**src/rtl/phy_base_regs.sv**
```systemverilog
module phy_base_regs #(
  parameter int unsigned NUM_PORTS   = 3,
  parameter int unsigned DELAY_CODE  = 0,
  parameter logic [5:0]  GAP_DEFAULT = 6'h3F
) (
  input  logic       clk,
  input  logic       rst_n,
  input  logic       bus_rst,
  input  logic       tree_root,
  input  logic       selfid_done,
  input  logic [5:0] selfid_phy_id,
  input  logic       cfg_gap_vld,
  input  logic [5:0] cfg_gap,
  input  logic       cable_pwr_in,
  input  logic       xfer_busy,
  input  logic [2:0] addr,
  input  logic       wr_en,
  input  logic [7:0] wdata,
  output logic [7:0] rdata,
  output logic       id_valid,
  output logic       stat_xfer,
  output logic       long_reset_req
);

  localparam logic [7:0] CAP_BYTE   = {3'b111, 1'b0, 4'(NUM_PORTS)};
  localparam logic [7:0] SPEED_BYTE = {3'b111, 1'b0, 4'(DELAY_CODE)};

  logic [5:0] phy_id;
  logic       root;
  logic       holdoff;
  logic       rst_req;
  logic [5:0] gap;
  logic       gap_armed;
  logic [1:0] pwr_sync;

  wire ctrl_wr = wr_en && (addr == 3'd1);

  always_ff @(posedge clk or negedge rst_n) begin
    if (!rst_n) pwr_sync <= 2'b00;
    else        pwr_sync <= {pwr_sync[0], cable_pwr_in};
  end

  always_ff @(posedge clk or negedge rst_n) begin
    if (!rst_n) begin
      phy_id    <= 6'd0;
      id_valid  <= 1'b0;
      root      <= 1'b0;
      holdoff   <= 1'b0;
      rst_req   <= 1'b0;
      gap       <= GAP_DEFAULT;
      gap_armed <= 1'b0;
      stat_xfer <= 1'b0;
    end else begin
      stat_xfer <= selfid_done && !bus_rst;
      if (bus_rst) begin
        root     <= 1'b0;
        rst_req  <= 1'b0;
        id_valid <= 1'b0;
      end else begin
        if (tree_root) root <= 1'b1;
        if (selfid_done) begin
          phy_id   <= selfid_phy_id;
          id_valid <= 1'b1;
        end
        if (ctrl_wr) rst_req <= wdata[6];
      end
      if (ctrl_wr) holdoff <= wdata[7];
      if (ctrl_wr) begin
        gap       <= wdata[5:0];
        gap_armed <= 1'b0;
      end else if (cfg_gap_vld) begin
        gap       <= cfg_gap;
        gap_armed <= 1'b0;
      end else if (bus_rst) begin
        if (gap_armed) gap <= GAP_DEFAULT;
        gap_armed <= 1'b1;
      end
    end
  end

  assign long_reset_req = rst_req && !xfer_busy;

  always_comb begin
    case (addr)
      3'd0:    rdata = {phy_id, root, pwr_sync[1]};
      3'd1:    rdata = {holdoff, rst_req, gap};
      3'd2:    rdata = CAP_BYTE;
      3'd3:    rdata = SPEED_BYTE;
      default: rdata = 8'h00;
    endcase
  end


  root_clear_chk: assert property (@(posedge clk) disable iff (!rst_n)
    bus_rst |=> (root == 1'b0));


  holdoff_keep_chk: assert property (@(posedge clk) disable iff (!rst_n)
    (bus_rst && !(wr_en && addr == 3'd1)) |=> $stable(holdoff));


  req_clear_chk: assert property (@(posedge clk) disable iff (!rst_n)
    bus_rst |=> !long_reset_req || !rst_req);


  id_drop_chk: assert property (@(posedge clk) disable iff (!rst_n)
    bus_rst |=> !id_valid);


  strobe_chk: assert property (@(posedge clk) disable iff (!rst_n)
    $rose(id_valid) |-> stat_xfer);

endmodule

```
**config.mk**
```make
export PLATFORM = sky130hd
export DESIGN_NAME = phy_base_regs
export DESIGN_NICKNAME = d
export VERILOG_FILES = /design/src/rtl/phy_base_regs.sv
export SDC_FILE = /design/constraint.sdc
export NUM_CORES = 1
export LEC_CHECK = 0
export ABC_AREA = 1
export BUFFER_PORTS_ARGS = -buffer_cell sky130_fd_sc_hd__buf_2
export CORE_MARGIN = 4
export CORE_UTILIZATION = 50
export CTS_CLUSTER_DIAMETER = 30
export DETAILED_ROUTE_END_ITERATION = 16
export GPL_ROUTABILITY_DRIVEN = 1
export GPL_TIMING_DRIVEN = 0
export HOLD_SLACK_MARGIN = 0.1
export PLACE_DENSITY = 0.91
export SYNTH_ARGS = -nofsm -noshare
export SYNTH_HDL_FRONTEND = slang
export SYNTH_SLANG_ARGS = --single-unit
```
**constraint.sdc**
```tcl
create_clock -name clk -period 1.95 [get_ports clk]
set_clock_uncertainty 0.05 [all_clocks]
set_input_delay 0.195 -clock clk [delete_from_list [all_inputs] [get_ports clk]]
set_output_delay 0.195 -clock clk [all_outputs]
set_load 0.05 [all_outputs]
```
== After elaboration in Yosys (flattened, before gate mapping) ==
Index checks and enable logic that the tools add are counted.

* Register bits: 20
* Logic and storage cells: 40

* Equal/unequal tests: 3
* Mux-type cells: 14
* Bitwise gates (word level): 1
* Reduce and logical (&&, ||, !) cells: 13

{| class="wikitable"
|+ Operators by type and width
! kind !! count
|-
| 8-bit case mux with 4 select lines || 1
|-
| 6-bit 2-to-1 mux || 4
|-
| 1-bit 2-to-1 mux || 9
|-
| 3-bit by 2-bit equality test with 1-bit output (second input constant) || 2
|-
| 2-bit nonzero test || 3
|-
| 3-bit nonzero test || 2
|-
| 2-bit AND reduction || 2
|-
| 3-bit by 1-bit equality test with 1-bit output (second input constant) || 1
|-
| 1-bit logical AND || 3
|-
| 3-bit logical NOT || 1
|-
| 1-bit logical NOT || 2
|-
| 1-bit inverter || 1
|}

== Depth between registers and ports, before layout ==
* Depth in word-level cells: 4
* Depth in mapped cells: 7
* Depth with buffers taken out: 6

== Least setup slack after synthesis ==
Ideal clock, no wire load.

* Path kind: input port to output port
* From: in addr[1]
* To: out rdata[6]
* Data arrival time: 1287 ps
* Path slack: 418 ps
* Cell stages on the path: 3
* Cell sequence: nor2_4 nand2_1 o211ai_1

* Cells in the longest elaborated chain, start to end: 2

{| class="wikitable"
|+ RTL lines
! item !! RTL line !! text
|-
| start, declared || 16 || <nowiki>input logic [2:0] addr,</nowiki>
|-
| 3-bit by 2-bit equality test with 1-bit output, or another cell as far along || 84 || <nowiki>case (addr)</nowiki>
|-
| 8-bit case mux with 4 select lines (*) || 84 ||
|-
| end, declared || 19 || <nowiki>output logic [7:0] rdata,</nowiki>
|}

Every way passes the cells marked *; elsewhere a longest branch is shown, timed or not.

== Worst setup path after layout ==
Same ends and word-level chain as after synthesis.

==> results.md <==
- Delay-heaviest family, CP: buffers and inverters
- Area contributors post-synth: dfrtp_1 (33%), nand2_1 (24%), dfstp_2 (15%)
- Setup bufs post-CTS: 0
- Post-route minimum period: 1600 ps
- Area leader, netlist: dfrtp_1
- CTS tree: yes
- Register area: 508 um^2
- Fin area: 1460 um^2
- Period utilisation layout: 0.819
- Clk_lat worst skew: 300 ps
- Yosys warns: 0
- Worst slew pin tran: 430 ps
- Slew margin rel.: 0.713
- Hold-critical path depth: 3
- P_leak: 0.000825 uW
- Die Y: 53.8 um
- HPWL after detailed placement: 1910 um
- Drt first-iter violations: 29
- Critical path arrival: 1350 ps
- Final ANT Viol Nets: 0
- Num rows: 16
- Die W: 53.8 um
- First-pass GRT wire length: 4550 um
- Minimum hold slack: 111 ps
- Synth async-reset ratio: 1.00
- Post-synthesis register bit count: 20
- Post-synth EDFFs: 0
- Max Fanout on Critical Path: 9
- CP Depth: 7
- Max-Cap Viols: 0
- Drt pass-1 iters: 4
- Pre-CTS WS: 418 ps
- XOR/XNOR Fraction of Synth Area: 0
- Area fraction in compound gates after synthesis: 0.0191
- Clock sink count: 20
- Max frequency: 0.626 GHz
- Fin. Hold Viols: 0
- Initial Utilization: 0.530
- HP Class: in2reg
- Total congestion overflow: 0
- Post-Synth Simple-Gate Area: 0.431
- Placed instance area: 1290 um^2
- Sequential area share after synthesis: 0.484
- Area delta synth->final: 38.6%
- Top cell type's share of synthesized area: 0.334
- Largest net degree at the start of global routing: 21
- Cell area after synthesis: 1050 um^2
- R2R depth: 3
- Req. time, crit path: 1700 ps
- CP Launch Type: input port
- Unrepaired setup endpoints after global routing: false
- Ports: 43
- Prevailing post-synth register cell: dfrtp_1
- Drt via density: 4.93
- H-tree levels: 1
- Multi-input gate area: 473 um^2
- Synth unique cells: 17
- Setup CP Type: in2out
- Largest family of logic cells by synthesized area: simple AND/OR/NAND/NOR gates
- Routed wire per std cell: 12.0 um
- IR drop worst, VDD: 657 uV
- CTS max path bufs: 2
- Synthesized area per cell: 7.61 um^2
- # fillers: 131
- Synth cell count leaders: nand2_1 (67), dfrtp_1 (14), inv_1 (12), nand4_1 (12)
- Vias: 1099
- CP Cell Sequence: buf_2, nor2_4, nand2_1, inv_1, nand2_1, o211ai_1, buf_2
- Final Max Slew Viols: 0
- Setup WS post-layout: 352 ps
- Hold buffer count at cts: 13
- Core area: 1980 um^2
- Clock slew at the register clock pins of the worst setup and hold paths: 110 ps
- Total CTS buffers: 3
- Core Util, Final: 0.734
- Initial antenna violation count: 0
- Die footprint: 2900 um^2
- Synth Instances: 138
- Fin nets: 229
- CP max stage delay: 320 ps
- Setup TNS: 0 ps
- Placer Congestion: 0.820
- Root Buffer: clkbuf_4
- Final setup vio count: 0
- # resized after CTS: 0
- Final wirelength: 2690 um
- Total track usage: 0.216
- Most instantiated library cell after synthesis: nand2_1
- Pwr/cell area: 669 nW/um^2
- Crit. End Element: primary output
- PortBufs: 41
- Synth Area in Adders: 0
- Buf/Inv on CP: 3
- Vias in the first global route: 1106
- Slowest CP cell: buf_2
- Status: complete, no violations
- Syn nets: 170
- DRC Markers: 0
- Multiplexer share of the synthesized area: 0
- N_diodes: 0
- Layout cells sized above 1: 0.321
==> cells by family (layout without fill, tap and decap cells) <==
logic type | Yosys count | count (layout)
compound gates | 3 | 3
simple gates | 100 | 100
flops | 20 | 20
buf+inv | 15 | 73
==> metal layers <==
layer / track usage / share of wire
met1: 0.234 / 0.40
met2: 0.419 / 0.51
met3: 0.0443 / 0.075
met4: 0.0511 / 0.0082
met5: 0 / 0
==> flip-flops by register name, summed over array words and instances, names as in the netlist <==
| name | flops |
|---|---|
| stat_xfer | 1 |
| gap_armed | 1 |
| gap | 6 |
| pwr_sync | 2 |
| holdoff | 1 |
| rst_req | 1 |
| root | 1 |
| phy_id | 6 |
| id_valid | 1 |
==> cell type report <==
type / count / area share
inverter: 12 / 0.0310
timing repair buffer: 54 / 0.230
buffer: 3 / 0.0163
tap: 27 / 0.0232
sequential: 20 / 0.349
multi-input combinational: 103 / 0.325
clock buffer: 4 / 0.0249
==> stage by stage <==
stage | total power [uW] | std cells
floorplan | 641 | 138
global placement | 714 | 206
detailed placement | 722 | 206
CTS | 979 | 223
global route | 1020 | 223
finish | 974 | 223
==> cell usage in the layout (no fill, tap or decap), drive strengths merged <==
master       count
nand3            7
nand4           12
inv             12
nand2           67
nor2             7
clkbuf           4
o211ai           2
dfrtp           14
or2              6
dfstp            6
dlygate4sd3     13
nor3             1
o21ai            1
buf             44
==> path summary, 6_finish.rpt <==
path	from	end	slack, ps
hold reg to reg	pwr_sync[0]	pwr_sync[1]	310
hold / removal	selfid_done	stat_xfer	110
setup / recovery	addr[1]	rdata[6]	350
setup reg to reg	root	root	680
max in group asynchronous	rst_n	gap[1]	1200
min in group asynchronous	rst_n	gap_armed	320
==> worst register-to-register path, cell delays in order, from the launching register on <==
cell	delay [ps]
dfrtp_1	400
nor2_1	120
nor2_1	50
dlygate4sd3_1	550
==> where the power goes <==
group | switching [uW] | internal, uW | total, uW
clock network | 121 | 114 | 235
registers | 23.0 | 470 | 493
logic | 156 | 90.2 | 246
total | 300 | 674 | 974
No activity file was read; power rests on OpenSTA's default activity.
